## src/rtl/tbs_pkg.sv

```systemverilog
package tbs_pkg;
  localparam int NUM_CHILD = 2;
  localparam int MAX_W = 64;

  // Bit vector with ones on positions lo..hi inclusive
  function automatic logic [MAX_W-1:0] range_bits(input int lo, input int hi);
    logic [MAX_W-1:0] m;
    m = '0;
    for (int i = 0; i < MAX_W; i++) begin
      if (i >= lo && i <= hi) m[i] = 1'b1;
    end
    return m;
  endfunction
endpackage

```

## src/rtl/tbs_arbiter.sv

```systemverilog
module tbs_arbiter
  import tbs_pkg::*;
(
  input  logic                 clk,
  input  logic                 rst,
  input  logic [NUM_CHILD-1:0] c_req_i,
  input  logic                 p_gnt_i,
  output logic                 p_req_o,
  output logic [NUM_CHILD-1:0] c_gnt_o,
  output logic                 locked_o,
  output logic                 own_o
);
  logic rr_q;
  logic pick;

  always_comb pick = c_req_i[rr_q] ? rr_q : ~rr_q;

  always_ff @(posedge clk) begin
    if (rst) begin
      p_req_o  <= 1'b0;
      c_gnt_o  <= '0;
      locked_o <= 1'b0;
      own_o    <= 1'b0;
      rr_q     <= 1'b0;
    end else begin
      p_req_o <= |c_req_i;
      if (!locked_o) begin
        if (p_gnt_i && (|c_req_i)) begin
          locked_o <= 1'b1;
          own_o    <= pick;
          c_gnt_o  <= pick ? 2'b10 : 2'b01;
        end
      end else if (!p_gnt_i) begin
        locked_o <= 1'b0;
        c_gnt_o  <= '0;
        rr_q     <= ~own_o;
      end
    end
  end

  AST_GNT_ONEHOT0: assert property (@(posedge clk) disable iff (rst)
    $onehot0(c_gnt_o)) else $error("grant not one-hot");
  AST_GNT_TO_REQUESTER: assert property (@(posedge clk) disable iff (rst)
    (!locked_o && p_gnt_i && (|c_req_i)) |=> ((c_gnt_o & $past(c_req_i)) != 2'b00))
    else $error("grant to non-requester");
  AST_GNT_HOLD: assert property (@(posedge clk) disable iff (rst)
    (locked_o && p_gnt_i) |=> $stable(c_gnt_o)) else $error("grant moved");
  AST_GNT_RELEASE: assert property (@(posedge clk) disable iff (rst)
    (locked_o && !p_gnt_i) |=> (c_gnt_o == 2'b00)) else $error("grant kept");
endmodule

```

## src/rtl/tbs_upward.sv

```systemverilog
module tbs_upward
  import tbs_pkg::*;
#(
  parameter int WORD_W = 8
) (
  input  logic                          clk,
  input  logic                          rst,
  input  logic                          locked_i,
  input  logic                          own_i,
  input  logic [NUM_CHILD-1:0]          c_up_vld_i,
  input  logic [NUM_CHILD*WORD_W-1:0]   c_up_data_i,
  output logic                          p_up_vld_o,
  output logic [WORD_W-1:0]             p_up_data_o
);
  logic             sel_vld;
  logic [WORD_W-1:0] sel_data;

  always_comb begin
    sel_vld  = locked_i & c_up_vld_i[own_i];
    sel_data = c_up_data_i[own_i*WORD_W +: WORD_W];
  end

  always_ff @(posedge clk) begin
    if (rst) begin
      p_up_vld_o  <= 1'b0;
      p_up_data_o <= '0;
    end else begin
      p_up_vld_o <= sel_vld;
      if (sel_vld) p_up_data_o <= sel_data;
    end
  end

  AST_UP_IDLE: assert property (@(posedge clk) disable iff (rst)
    !locked_i |=> !p_up_vld_o) else $error("word passed without grant");
  AST_UP_HOLD: assert property (@(posedge clk) disable iff (rst)
    !sel_vld |=> $stable(p_up_data_o)) else $error("idle up data toggled");
endmodule

```

## src/rtl/tbs_downward.sv

```systemverilog
module tbs_downward
  import tbs_pkg::*;
#(
  parameter int WORD_W = 8,
  parameter int C0_LO  = 0,
  parameter int C0_HI  = 3,
  parameter int C1_LO  = 4,
  parameter int C1_HI  = 7
) (
  input  logic                        clk,
  input  logic                        rst,
  input  logic                        p_dn_vld_i,
  input  logic [WORD_W-1:0]           p_dn_data_i,
  input  logic                        p_dn_eot_i,
  input  logic [NUM_CHILD-1:0]        c_up_ack_i,
  output logic [NUM_CHILD-1:0]        c_dn_vld_o,
  output logic [NUM_CHILD*WORD_W-1:0] c_dn_data_o,
  output logic [NUM_CHILD-1:0]        c_dn_eot_o,
  output logic                        p_ack_o
);
  localparam logic [WORD_W-1:0] RANGE0 = WORD_W'(range_bits(C0_LO, C0_HI));
  localparam logic [WORD_W-1:0] RANGE1 = WORD_W'(range_bits(C1_LO, C1_HI));

  logic                 active_q;
  logic [NUM_CHILD-1:0] mask_q;
  logic [NUM_CHILD-1:0] addr_mask;
  logic [NUM_CHILD-1:0] cur_mask;

  always_comb begin
    addr_mask[0] = |(p_dn_data_i & RANGE0);
    addr_mask[1] = |(p_dn_data_i & RANGE1);
    cur_mask     = (p_dn_vld_i && !active_q) ? addr_mask : mask_q;
  end

  always_ff @(posedge clk) begin
    if (rst) begin
      active_q <= 1'b0;
      mask_q   <= '0;
      p_ack_o  <= 1'b0;
    end else begin
      p_ack_o <= active_q & (&(c_up_ack_i | ~mask_q));
      if (p_dn_vld_i) begin
        if (p_dn_eot_i) begin
          active_q <= 1'b0;
          mask_q   <= '0;
        end else begin
          active_q <= 1'b1;
          mask_q   <= cur_mask;
        end
      end
    end
  end

  for (genvar g = 0; g < NUM_CHILD; g++) begin : g_branch
    always_ff @(posedge clk) begin
      if (rst) begin
        c_dn_vld_o[g]               <= 1'b0;
        c_dn_eot_o[g]               <= 1'b0;
        c_dn_data_o[g*WORD_W +: WORD_W] <= '0;
      end else begin
        c_dn_vld_o[g] <= p_dn_vld_i & cur_mask[g];
        c_dn_eot_o[g] <= p_dn_vld_i & cur_mask[g] & p_dn_eot_i;
        if (p_dn_vld_i && cur_mask[g]) c_dn_data_o[g*WORD_W +: WORD_W] <= p_dn_data_i;
      end
    end

    AST_DN_MASKED: assert property (@(posedge clk) disable iff (rst)
      (active_q && p_dn_vld_i && !mask_q[g]) |=>
        (!c_dn_vld_o[g] && $stable(c_dn_data_o[g*WORD_W +: WORD_W])))
      else $error("disabled branch toggled");
  end

  AST_EOT_CLEAR: assert property (@(posedge clk) disable iff (rst)
    (p_dn_vld_i && p_dn_eot_i) |=> (!active_q && mask_q == '0))
    else $error("end word left masks set");
  AST_ACK_IDLE: assert property (@(posedge clk) disable iff (rst)
    !active_q |=> !p_ack_o) else $error("ack outside transaction");
endmodule

```

## src/rtl/tree_bus_station.sv

```systemverilog
module tree_bus_station
  import tbs_pkg::*;
#(
  parameter int WORD_W = 8,
  parameter int C0_LO  = 0,
  parameter int C0_HI  = 3,
  parameter int C1_LO  = 4,
  parameter int C1_HI  = 7
) (
  input  logic                    clk,
  input  logic                    rst,
  input  logic [1:0]              c_req_i,
  output logic [1:0]              c_gnt_o,
  input  logic [1:0]              c_up_vld_i,
  input  logic [2*WORD_W-1:0]     c_up_data_i,
  input  logic [1:0]              c_up_ack_i,
  output logic [1:0]              c_dn_vld_o,
  output logic [2*WORD_W-1:0]     c_dn_data_o,
  output logic [1:0]              c_dn_eot_o,
  output logic                    p_req_o,
  input  logic                    p_gnt_i,
  output logic                    p_up_vld_o,
  output logic [WORD_W-1:0]       p_up_data_o,
  output logic                    p_ack_o,
  input  logic                    p_dn_vld_i,
  input  logic [WORD_W-1:0]       p_dn_data_i,
  input  logic                    p_dn_eot_i
);
  logic locked;
  logic own;

  tbs_arbiter u_arb (
    .clk      (clk),
    .rst      (rst),
    .c_req_i  (c_req_i),
    .p_gnt_i  (p_gnt_i),
    .p_req_o  (p_req_o),
    .c_gnt_o  (c_gnt_o),
    .locked_o (locked),
    .own_o    (own)
  );

  tbs_upward #(.WORD_W(WORD_W)) u_up (
    .clk         (clk),
    .rst         (rst),
    .locked_i    (locked),
    .own_i       (own),
    .c_up_vld_i  (c_up_vld_i),
    .c_up_data_i (c_up_data_i),
    .p_up_vld_o  (p_up_vld_o),
    .p_up_data_o (p_up_data_o)
  );

  tbs_downward #(
    .WORD_W(WORD_W), .C0_LO(C0_LO), .C0_HI(C0_HI), .C1_LO(C1_LO), .C1_HI(C1_HI)
  ) u_dn (
    .clk         (clk),
    .rst         (rst),
    .p_dn_vld_i  (p_dn_vld_i),
    .p_dn_data_i (p_dn_data_i),
    .p_dn_eot_i  (p_dn_eot_i),
    .c_up_ack_i  (c_up_ack_i),
    .c_dn_vld_o  (c_dn_vld_o),
    .c_dn_data_o (c_dn_data_o),
    .c_dn_eot_o  (c_dn_eot_o),
    .p_ack_o     (p_ack_o)
  );
endmodule

```

## config.mk

```make
export PLATFORM = sky130hd
export DESIGN_NAME = tree_bus_station
export DESIGN_NICKNAME = d
export VERILOG_FILES = /design/src/rtl/tbs_pkg.sv /design/src/rtl/tbs_arbiter.sv /design/src/rtl/tbs_upward.sv /design/src/rtl/tbs_downward.sv /design/src/rtl/tree_bus_station.sv
export SDC_FILE = /design/constraint.sdc
export NUM_CORES = 1
export LEC_CHECK = 0
export BUFFER_PORTS_ARGS = -buffer_cell sky130_fd_sc_hd__buf_2
export CAP_MARGIN = 20
export CORE_ASPECT_RATIO = 0.9
export CORE_MARGIN = 1
export CORE_UTILIZATION = 45
export CTS_BUF_LIST = sky130_fd_sc_hd__clkbuf_4
export CTS_CLUSTER_DIAMETER = 100
export DETAILED_ROUTE_END_ITERATION = 8
export PLACE_DENSITY = 0.81
export SLEW_MARGIN = 5
export SYNTH_ARGS = -nofsm -noshare
export SYNTH_HDL_FRONTEND = slang
export SYNTH_HIERARCHICAL = 1
export SYNTH_SLANG_ARGS = --single-unit
```

## constraint.sdc

```tcl
create_clock -name clk -period 1.8 [get_ports clk]
set_clock_uncertainty 0.05 [all_clocks]
set_input_delay 0.09 -clock clk [delete_from_list [all_inputs] [get_ports clk]]
set_output_delay 0.09 -clock clk [all_outputs]
set_load 0.05 [all_outputs]
```

==> flow_summary_export.csv <==
group,metric,value,unit
status,run_status,"finished clean",
cells_and_area,layout.area.seq,781,um2
grt,globalRouteOverflowTotal,0,
synth,yosys-top-cells-area,"dfxtp_1 (46%), mux2i_1 (14%), nand2b_1 (10%), a211oi_2 (6.0%), a21oi_1 (3.6%)",
detailed_routing,routed_wire_length,3600,um
synth,synth.area.mux_share,0.152,
synth,synth_fp_nets,199,
worst_hold_path,hold_class,"in -> reg",
place,finalWeightedCongestion,0.709,
setup_path,critical-path-slowest-cell,"or4_1",
grt,antenna_found_initial,0,
clock_tree,cts_resized,0,
clock_tree,cts-root-to-sink-buffers,2,
place,place.detailed.hpwl,2610,um
synth,synth.yosys.warnings,6,
pwr,irDropWorstVdd,451,uV
detailed_routing,postRouteAntennaNets,0,
synth,area_share_of_fa_ha_maj_cells_after_synthesis,0,
cells_and_area,nFillCells,320,
setup_path,critPathLaunchType,"primary input",
sta,final_hold_viol_count,0,
synth,ys_dominant_reg_cell,"dfxtp_1",
clock_tree,cts.sinks,39,
detailed_routing,via_count,1383,
cells_and_area,final_core_utilization,0.617,
setup_path,worstPathMaxFanout,10,
grt,grtUsageTotal,0.191,
cells_and_area,num_antenna_cells,0,
grt,global_route_wire_length_before_repair,5550,um
sta,finalCriticalPeriod,1710,ps
floorplanning,floorplan.die.height,60.0,um
floorplanning,die_area,3980,um2
detailed_routing,drt-pass1-iter-count,4,
setup_path,r2r_start,"u_dn/active_q$_SDFFE_PP0P_",
synth,ys_async_sr_fraction,0,
cells_and_area,final_nets,273,
sta,timing.final.crit_share,0.951,
cells_and_area,multi_input_comb_area,825,um2
sta,rsz0062_at_grt,"no",
pwr,power.leakage,0.000975,uW
setup_path,regToRegEndpoint,"u_dn/active_q$_SDFFE_PP0P_",
grt,number_of_global_route_vias_before_repair,1254,
setup_path,worst_ep_required_time,2010,ps
sta,fmax,584,MHz
synth,syn_area_per_cell,10.2,um2
clock_tree,num_cts_buffers,5,
synth,synthDominantCellAreaShare,0.465,
worst_hold_path,hp-start,"p_dn_data_i[2]",
clock_tree,cts_tree,"yes",
clock_tree,clock_transition_time_at_the_flip_flop_clock_pins_of_the_worst_setup_and_hold_paths,100,ps
pwr,power-per-cell-area,831,nW/um2
synth,synth.top_cells.by_count,"dfxtp_1 (39), nand2b_1 (27), mux2i_1 (24), a21oi_1 (12), nor2_1 (9)",
pwr,design_power_total,1780,uW
synth,synth_area_leader_cell,"dfxtp_1",
place,place.port_buffers,67,
synth,ys_seq_area_frac,0.465,
sta,worst_pin_slew,478,ps
synth,netlist-cell-type-count,30,
floorplanning,floorplan.die.width,66.4,um
setup_path,worst_case_register_to_register_setup_slack,440,ps
place,place_area,2030,um2
synth,post_synth_and_or_nand_nor_area_fraction,0.206,
detailed_routing,drt_first_iter_violations,51,
sta,slew_violations,0,
run,timing.max_cap.violations,0,
cells_and_area,fraction_of_layout_cells_with_a_size_suffix_above_1,0.367,
synth,synth_most_common_cell,"dfxtp_1",
sta,maxSlewHeadroom,0.681,
detailed_routing,route.detailed.vias_per_inst,4.92,
cells_and_area,fin_area,2140,um2
floorplanning,io-pin-count,68,
floorplanning,floorplan.core_area,3480,um2
setup_path,r2r.worst_path.cells,3,
setup_path,cp_startpoint,"p_dn_data_i[6]",
setup_path,worstSetupEndpoint,"u_dn/c_dn_data_o[12]$_SDFFE_PP0P_",
synth,synth_seq_cells,39,
clock_tree,clockRootBuffer,"clkbuf_4",
synth,yosys.area_share.xor_xnor,0,
setup_path,setup.worst_path.end_class,"register",
setup_path,cp_data_arrival_time,1920,ps
floorplanning,rows,20,
synth,post_synth_edffs,0,
synth,total_standard_cell_area_after_synthesis,1680,um2
setup_path,sequence_of_cells_on_the_critical_path,"dlygate4sd3_1, buf_2, or4_1, o211ai_1, buf_4, mux2i_1",
detailed_routing,drcViolationCount,0,
worst_hold_path,hold-path-cell-count,3,
detailed_routing,wire_per_inst,12.8,um
grt,grt_start_max_net_pins,34,
setup_path,cp_slowest_stage_delay,550,ps
clock_tree,clock_insertion_delay_worst_skew,330,ps
clock_tree,cts_htree_levels,2,
synth,synth_area_in_compound_gates,0.133,
sta,fin_tns_setup,0,ps
setup_path,worstSetupPathType,"in -> reg",
synth,syn-instance-count,164,
sta,setup_viol,0,
synth,synth_top_family_by_area,"simple AND/OR/NAND/NOR gates",
floorplanning,initial_utilization,0.483,
cells_and_area,area_growth,27.6,%
==> cell type report <==
cell class              count  share of cell area
inverters                   3             0.00525
well taps                  44              0.0257
repair buffers             77               0.200
multi-input cells         112               0.384
flip-flops and latches     39               0.364
clock buffers               6              0.0210
==> layer usage <==
metal  part of all wire  vias up  track usage  wire, um
li1                   -      719            -         -
met1               0.48      635        0.245      1730
met2               0.48       25        0.303      1730
met3              0.027        4       0.0458        96
met4              0.011        0       0.0912        41
met5                  0        -            0         0
==> timing repair <==
item,CTS,global route
hold buffers,7,0
buffers inserted,0,0
hold endpoints to repair,9,0
setup endpoints to repair,0,0
==> flip-flops by register name (all words and copies together) (netlist names) <==
| signal | cells |
|---|---|
| u_arb/p_req_o | 1 |
| u_dn/c_dn_eot_o | 2 |
| u_arb/own_o | 1 |
| u_arb/c_gnt_o | 2 |
| u_dn/p_ack_o | 1 |
| u_dn/c_dn_vld_o | 2 |
| u_dn/mask_q | 2 |
| u_dn/c_dn_data_o | 16 |
| u_dn/active_q | 1 |
| u_arb/rr_q | 1 |
| u_up/p_up_data_o | 8 |
| u_arb/locked_o | 1 |
| u_up/p_up_vld_o | 1 |
==> cells by family after synthesis <==
| logic type | count (synthesis) |
|---|---|
| AO/OA/AOI/OAI | 29 |
| AND/OR/NAND/NOR | 58 |
| buffers and inverters | 13 |
| multiplexers | 25 |
| flip-flops | 39 |
==> worst min-delay path by stage <==
stage                                        endpoint  slack [ps]
global placement           u_dn/active_q$_SDFFE_PP0P_         280
floorplan               u_arb/c_gnt_o[1]$_SDFFE_PP0P_         110
detailed placement         u_dn/active_q$_SDFFE_PP0P_         280
global route         u_dn/c_dn_data_o[9]$_SDFFE_PP0P_           1
finish              u_dn/c_dn_data_o[10]$_SDFFE_PP0P_          20
CTS                         u_arb/locked_o$_SDFF_PP0_         0.8
==> worst max-delay path: cells and delay by family <==
family                 cells  cell delay (ps)
AO/OA/AOI/OAI              1              170
buffers and inverters      3              900
multiplexers               1              200
AND/OR/NAND/NOR            1              550
==> stage by stage <==
stage | setup slack [ps] | hold WS, ps | cells
after global routing | 26.4 | 1.18 | 281
after global placement | 344 | 278 | 268
after detailed placement | 324 | 279 | 268
after floorplan | 368 | 109 | 164
final | 88.4 | 22.4 | 281
after CTS | 127 | 0.768 | 281
==> layout by cell type (no fill, tap or decap) <==
master          n
and2_4          1
a211oi_1        2
or4_1           1
dfxtp_1        39
a211oi_2        8
o211a_1         1
o211ai_1        2
nor2b_1         4
a21oi_1        12
clkbuf_4        6
o21ai_0         2
nor3b_1         3
mux2i_1        24
mux2_4          1
or4_4           1
nand4b_1        1
dlygate4sd3_1   7
inv_1           3
buf_2          67
nor2_1          9
nand3b_1        2
nor3_1          1
o22ai_1         1
or3b_1          1
or2b_1          1
buf_4           3
nand2b_1       27
nand3_1         1
nand2_1         5
a31oi_1         1
==> power by group <==
part	internal, uW	switching (uW)
clock	154	249
sequential	916	32.3
combinational	148	283
Note: power is estimated with default switching activity, not from simulation.
